### src/rtl/dsp_pkg.sv
package dsp_pkg;
    typedef enum logic [1:0] {
        ST_IDLE  = 2'd0,
        ST_SHIFT = 2'd1,
        ST_DONE  = 2'd2
    } dsp_state_e;
endpackage

### src/rtl/dsp_sync.sv
module dsp_sync #(
    parameter int WIDTH  = 2,
    parameter int STAGES = 2
) (
    input  logic             clk,
    input  logic             rst,
    input  logic [WIDTH-1:0] d_i,
    output logic [WIDTH-1:0] q_o
);
    logic [WIDTH-1:0] chain [STAGES];

    for (genvar s = 0; s < STAGES; s++) begin : g_stage
        if (s == 0) begin : g_first
            always_ff @(posedge clk) begin
                if (rst) chain[s] <= '0;
                else     chain[s] <= d_i;
            end
        end else begin : g_next
            always_ff @(posedge clk) begin
                if (rst) chain[s] <= '0;
                else     chain[s] <= chain[s-1];
            end
        end
    end

    assign q_o = chain[STAGES-1];
endmodule

### src/rtl/dsp_edge_qual.sv
module dsp_edge_qual (
    input  logic clk,
    input  logic rst,
    input  logic lvl_i,
    output logic rise_o
);
    logic prev_q;
    logic held_q;
    logic agree;

    assign agree  = (lvl_i == prev_q);
    assign rise_o = agree && lvl_i && !held_q;

    always_ff @(posedge clk) begin
        if (rst) begin
            prev_q <= 1'b0;
            held_q <= 1'b0;
        end else begin
            prev_q <= lvl_i;
            if (agree) held_q <= lvl_i;
        end
    end
endmodule

### src/rtl/dsp_shift.sv
module dsp_shift #(
    parameter int W = 17
) (
    input  logic         clk,
    input  logic         rst,
    input  logic         shift_en,
    input  logic         bit_in,
    input  logic         load_en,
    input  logic [W-1:0] load_val,
    output logic [W-1:0] q_o
);
    logic [W-1:0] sr_q;

    always_ff @(posedge clk) begin
        if (rst)           sr_q <= '0;
        else if (load_en)  sr_q <= load_val;
        else if (shift_en) sr_q <= {sr_q[W-2:0], bit_in};
    end

    assign q_o = sr_q;
endmodule

### src/rtl/dbg_serial_port.sv
module dbg_serial_port
    import dsp_pkg::*;
#(
    parameter int PKT_W       = 17,
    parameter int SYNC_STAGES = 2
) (
    input  logic             clk,
    input  logic             rst,
    input  logic             ser_clk_i,
    input  logic             ser_din_i,
    output logic             ser_dout_o,
    output logic [PKT_W-1:0] rx_data_o,
    output logic             rx_valid_o,
    input  logic [PKT_W-1:0] tx_data_i,
    input  logic             tx_pending_i
);
    localparam int CNT_W = $clog2(PKT_W + 1);
    localparam logic [PKT_W-1:0] NOT_READY = {1'b1, {(PKT_W-1){1'b0}}};
    localparam logic [CNT_W-1:0] LAST_IDX  = CNT_W'(PKT_W - 1);

    logic [1:0]       sync_q;
    logic             rise;
    logic             shift_en;
    logic             load_en;
    logic             last_bit;
    logic [CNT_W-1:0] cnt_q;
    logic [PKT_W-1:0] sr;
    dsp_state_e       state_q, state_d;

    dsp_sync #(.WIDTH(2), .STAGES(SYNC_STAGES)) u_sync (
        .clk (clk),
        .rst (rst),
        .d_i ({ser_clk_i, ser_din_i}),
        .q_o (sync_q)
    );

    dsp_edge_qual u_qual (
        .clk    (clk),
        .rst    (rst),
        .lvl_i  (sync_q[1]),
        .rise_o (rise)
    );

    dsp_shift #(.W(PKT_W)) u_shift (
        .clk      (clk),
        .rst      (rst),
        .shift_en (shift_en),
        .bit_in   (sync_q[0]),
        .load_en  (load_en),
        .load_val (tx_pending_i ? tx_data_i : NOT_READY),
        .q_o      (sr)
    );

    assign last_bit = (cnt_q == LAST_IDX);

    // state register
    always_ff @(posedge clk) begin
        if (rst) state_q <= ST_IDLE;
        else     state_q <= state_d;
    end

    // next state
    always_comb begin
        state_d = state_q;
        unique case (state_q)
            ST_IDLE:  if (rise) state_d = last_bit ? ST_DONE : ST_SHIFT;
            ST_SHIFT: if (rise && last_bit) state_d = ST_DONE;
            ST_DONE:  state_d = ST_IDLE;
            default:  state_d = ST_IDLE;
        endcase
    end

    // outputs of the controller
    always_comb begin
        shift_en   = 1'b0;
        load_en    = 1'b0;
        rx_valid_o = 1'b0;
        unique case (state_q)
            ST_IDLE, ST_SHIFT: shift_en = rise;
            ST_DONE: begin
                rx_valid_o = 1'b1;
                load_en    = 1'b1;
            end
            default: ;
        endcase
    end

    // bit counter
    always_ff @(posedge clk) begin
        if (rst)                        cnt_q <= '0;
        else if (shift_en && last_bit)  cnt_q <= '0;
        else if (shift_en)              cnt_q <= cnt_q + 1'b1;
    end

    assign rx_data_o  = sr;
    assign ser_dout_o = sr[PKT_W-1];
endmodule

### config.mk
export PLATFORM = sky130hd
export DESIGN_NAME = dbg_serial_port
export DESIGN_NICKNAME = d
export VERILOG_FILES = /design/src/rtl/dsp_pkg.sv /design/src/rtl/dsp_sync.sv /design/src/rtl/dsp_edge_qual.sv /design/src/rtl/dsp_shift.sv /design/src/rtl/dbg_serial_port.sv
export SDC_FILE = /design/constraint.sdc
export NUM_CORES = 1
export LEC_CHECK = 0
export BUFFER_PORTS_ARGS = -buffer_cell sky130_fd_sc_hd__buf_2
export CORE_MARGIN = 1.5
export CORE_UTILIZATION = 45
export CTS_BUF_LIST = sky130_fd_sc_hd__clkbuf_4
export CTS_CLUSTER_SIZE = 40
export DETAILED_ROUTE_END_ITERATION = 8
export PLACE_DENSITY = 0.78
export RECOVER_POWER = 50
export SLEW_MARGIN = 20
export SYNTH_ARGS = -nofsm -noshare
export SYNTH_HDL_FRONTEND = slang
export SYNTH_SLANG_ARGS = --single-unit
### constraint.sdc
create_clock -name clk -period 2.2 [get_ports clk]
set_clock_uncertainty 0.15 [all_clocks]
set_input_delay 0.22 -clock clk [delete_from_list [all_inputs] [get_ports clk]]
set_output_delay 0.22 -clock clk [all_outputs]
set_load 0.005 [all_outputs]
======== Word level (Yosys, flattened, before mapping) ========
Memories as Yosys holds them, arrays and structs flattened.
Index checks and enable logic that the tools add are counted.
operators by class
  add/sub/neg operators ................... 1
  eq/ne operators ......................... 6
  mux-type cells .......................... 14
  bitwise gates (word level) .............. 2
  reduce and logical (&&, ||, !) cells .... 10
operator list
  cell                   count
  $mux W17               3
  $mux W2                5
  $add A5 B1 Y5 const B  1
  $eq A5 B5 Y1 const B   1
  $mux W1                5
  $logic_and A1 B1 Y1    4
  $ne A2 B2 Y1 const B   2
  $pmux W2 S2            1
  $reduce_or A2 Y1       2
  $eq A2 B1 Y1 const B   1
  $eq A2 B2 Y1 const B   1
  $logic_not A2 Y1       1
  $or A1 B1 Y1           2
  $reduce_and A2 Y1      1
  $reduce_bool A2 Y1     1
  $eq A1 B1 Y1           1
  $logic_not A1 Y1       1
storage, ports and cells
  bits in registers ....................... 26
  memory bits (writable) .................. 4
  bits of input ports ..................... 22
  output and inout bits ................... 19
  memories ................................ 1
memories
  name          words  bits a word  rd ports  clocked after Yosys merged registers in  write ports  RTL line        RTL
  u_sync.chain  2      2            2         0                                        2            dsp_sync.sv:10  logic [WIDTH-1:0] chain [STAGES];

======== Logic depth before layout (Yosys ltp) ========
  depth after elaboration ................. 6
  gate-level depth with buffers ........... 6

======== Cells and area by module ========
A second synthesis with hierarchy kept.
second synthesis, totals
  cells, all modules ...................... 146
  area, all modules ....................... 1448.9 um^2
modules (own cells, without submodules)
  module           instances  cells each  area an instance (um^2)
  dsp_shift        1          75          802.0
  dbg_serial_port  1          56          462.9
  dsp_sync         1          8           105.1
  dsp_edge_qual    1          7           78.8

======== Worst setup path before layout ========
No wires, ideal clock.
  path type ............................... flip-flop to flip-flop
  start point ............................. memory u_sync.chain[1][1]
  end point ............................... register cnt_q[3]
  data arrival time ....................... 1.328 ns
  required time ........................... 1.918 ns
  path slack .............................. 0.590 ns
  cell stages (with the launch flop) ...... 7
  buffers on the path ..................... 2
  period minus slack after synthesis ...... 1.610 ns
  cells stage by stage .................... dfxtp_1 ha_1 or3b_1 buf_4 buf_4 o21ai_1 a21oi_1
RTL lines
  element               RTL line               RTL
  from (decl)           dsp_sync.sv:10
  to (signal assigned)  dbg_serial_port.sv:92  else if (shift_en) cnt_q <= cnt_q + 1'b1;
  to (decl)             dbg_serial_port.sv:26  logic [CNT_W-1:0] cnt_q;

==> impl_metrics.csv <==
group,metric,value,unit
worst_setup_path,slowest_stage,"or3b_1",
global_route,antenna_found_initial,0,
layout,final_common_cell,"buf_2",
run_status,status,"completed",
floorplanning,num_rows,18,
layout,final_cells,204,
yosys,synth_area_per_cell,9.50,µm²
global_route,grtUsageMet3,0.0796,
clocking,cts_made_buffers,5,
placement,dp_cells,194,
sta,holdWs,0.00643,ns
layout,drive_gt1_frac,0.293,
worst_setup_path,cp.required,2.21,ns
clocking,clock-root-buffer,"clkbuf_4",
layout,n_antenna_cell,0,
placement,place_congestion,0.754,
placement,dp_hpwl,1.99,mm
sta,slew_headroom,0.187,
clocking,clk_pin_slew,0.09,ns
hold_path,hold_path_class,"primary input to register",
yosys,synth_fp_nets,155,
yosys,yosysTopAreaCellShare,0.486,
detailed_routing,drc,0,
detailed_routing,wl_per_cell,13.7,µm
global_route,gr-usage-met1,0.233,
flow_run,drv_cap,0,
pwr,ir_drop,0.000567,V
detailed_routing,drt_iter0_markers,39,
pwr,power_leakage,0.000635,µW
worst_setup_path,worstPathMaxFanout,12,
yosys,synth_cell_types,29,
sta,fmax,519,MHz
floorplanning,core,2540,µm²
floorplanning,die_w,55.4,µm
detailed_routing,wirelength,2.79,mm
detailed_routing,via_per_inst,5.61,
detailed_routing,dr_total_vias,1145,
detailed_routing,ant_nets,0,
global_route,gr-usage-met2,0.335,
clocking,htreeDepth,2,
floorplanning,pin_count,41,
yosys,synth_area_leaders,"dfxtp_1 49%, a21oi_1 6.5%, a22oi_1 5.5%",
floorplanning,die_area,3070,µm²
layout,layout_common_cells,"35 x buf_2, 30 x dfxtp_1, 16 x a21oi_1",
yosys,yosys_register_bits,30,
sta,layout_min_cycle_time,1.93,ns
global_route,top_usage_layer,"met2",
sta,report.final.slew_viol_count,0,
worst_setup_path,path_cells,"ha_1, or3b_1, buf_4, a32oi_1, a21oi_1",
worst_setup_path,path_class,"register to register",
worst_setup_path,r2r_setup_slack,0.27,ns
global_route,gr-total-overflow,0,
sta,final.setup.tns,0,ns
yosys,yosys_warnings,0,
worst_setup_path,cpPeakStageDelay,0.54,ns
worst_setup_path,end_kind,"register",
placement,placement.io_buffers,40,
layout,area_growth,25.0,%
global_route,grt_pass1_wl,4.89,mm
pwr,powerDensity,675,nW/µm²
worst_setup_path,startpoint_type,"register",
sta,finalHoldViolCount,0,
global_route,track_usage,0.200,
worst_setup_path,crit_arrival,1.94,ns
yosys,yosys.area.top_type,"dfxtp_1",
floorplanning,dieHeight,55.4,µm
sta,rsz0062_at_grt,"false",
layout,final_util,0.607,
sta,worst_slew_pin_slew,1.22,ns
global_route,grt_pass1_vias,1106,
clocking,clock_path_buffers,2,
sta,setup_viol,0,
yosys,seq_area_frac_synth,0.486,
yosys,synth_area,1230,µm²
yosys,synthCells,130,
layout,finalNetCount,198,
detailed_routing,drt_pre_antenna_iters,4,
clocking,cts_tree,"built",
floorplanning,floorplan.initialDensity,0.485,
global_route,grt_max_degree,31,
clocking,cts.sinks,30,
clocking,clock_latency,0.32,ns
sta,finalCritPeriodShare,0.876,
[timing repair]
item / CTS / global route
endpoints found under the setup margin: 0 / 0
hold buffers: 2 / 0
endpoints found under the hold margin: 2 / 0
buffers inserted: 0 / 0
resized for setup: 0 / 0
[kinds of logic (layout without fill, tap and decap cells)]
family | Yosys count | after routing | synth area share
compound gates | 41 | 41 | 0.233
simple gates | 41 | 41 | 0.183
flops | 30 | 30 | 0.486
buf+inv | 13 | 57 | 0.0507
fa+ha+maj | 3 | 3 | 0.0304
mux | 2 | 2 | 0.0162
[critical path, delay by kind of cell (launching register included)]
family	cells	cell delay, ns
adder cells (fa/ha/maj)	1	0.18
AND/OR/NAND/NOR	1	0.54
flip-flops	1	0.36
buffers and inverters	1	0.25
AO/OA/AOI/OAI	2	0.29
[power breakdown]
group | internal, µW | switching, µW
Combinational | 23.2 | 20.8
Clock | 266 | 180
Sequential | 548 | 3.26
[synthesized netlist by cell type]
master and number:
nand2b_1 1, or3b_1 1, mux2i_1 2, a2111oi_0 1, o21ai_1 1, clkbuf_1 4, nor2_1 2, dfxtp_1 30
nand3_1 10, inv_1 3, ha_1 3, a21oi_1 16, nor3b_4 1, clkinv_1 1, nor3_1 6, nor2b_1 6
a211oi_1 3, buf_4 3, a32oi_1 3, a311oi_1 2, nand4bb_1 1, a22oi_1 9, or3_1 1, and3b_1 1
o221a_2 4, a41oi_1 1, a31oi_1 1, buf_2 2, nand2_1 11
[metrics by stage]
step,instance area [µm²],total power (µW),setup slack (ns)
6_report,1540,1040,0.273
2_1_floorplan,1230,582,0.590
3_5_place_dp,1450,606,0.327
4_1_cts,1550,1050,0.291
5_1_grt,1540,1090,0.137
3_3_place_gp,1450,605,0.389
[registers in the layout, summed over array words and instances, names as in the netlist]
name,flops
u_shift.q_o,17
cnt_q,5
u_sync.chain,4
state_q,2
u_qual.held_q,1
u_qual.prev_q,1
[area by class of cell]
class	count	area, µm²
Fill cell	229	1000
Sequential cell	30	601
Multi-Input combinational cell	87	572
Timing Repair Buffer	45	236
Clock buffer	7	52.6
Tap cell	30	37.5
Clock inverter	1	30.0
Inverter	4	15.0
[path summary, 6_finish.rpt]
kind              cells after the start                           from                       endpoint
hold / removal                        3                  tx_data_i[16]   u_shift.q_o[16]$_SDFFE_PP0P_
setup reg to reg                      5  u_sync.chain[1][1]$_SDFF_PP0_   u_shift.q_o[14]$_SDFFE_PP0P_
hold reg to reg                       1  u_sync.chain[0][1]$_SDFF_PP0_  u_sync.chain[1][1]$_SDFF_PP0_
setup / recovery                      5  u_sync.chain[1][1]$_SDFF_PP0_   u_shift.q_o[14]$_SDFFE_PP0P_
[routing by layer]
layer | part of all wire | vias up
met5 | 0 | -
met4 | 0.0093 | 0
met3 | 0.082 | 5
met1 | 0.42 | 526
li1 | - | 568
met2 | 0.48 | 46
Note: power is estimated with default switching activity, not from simulation.
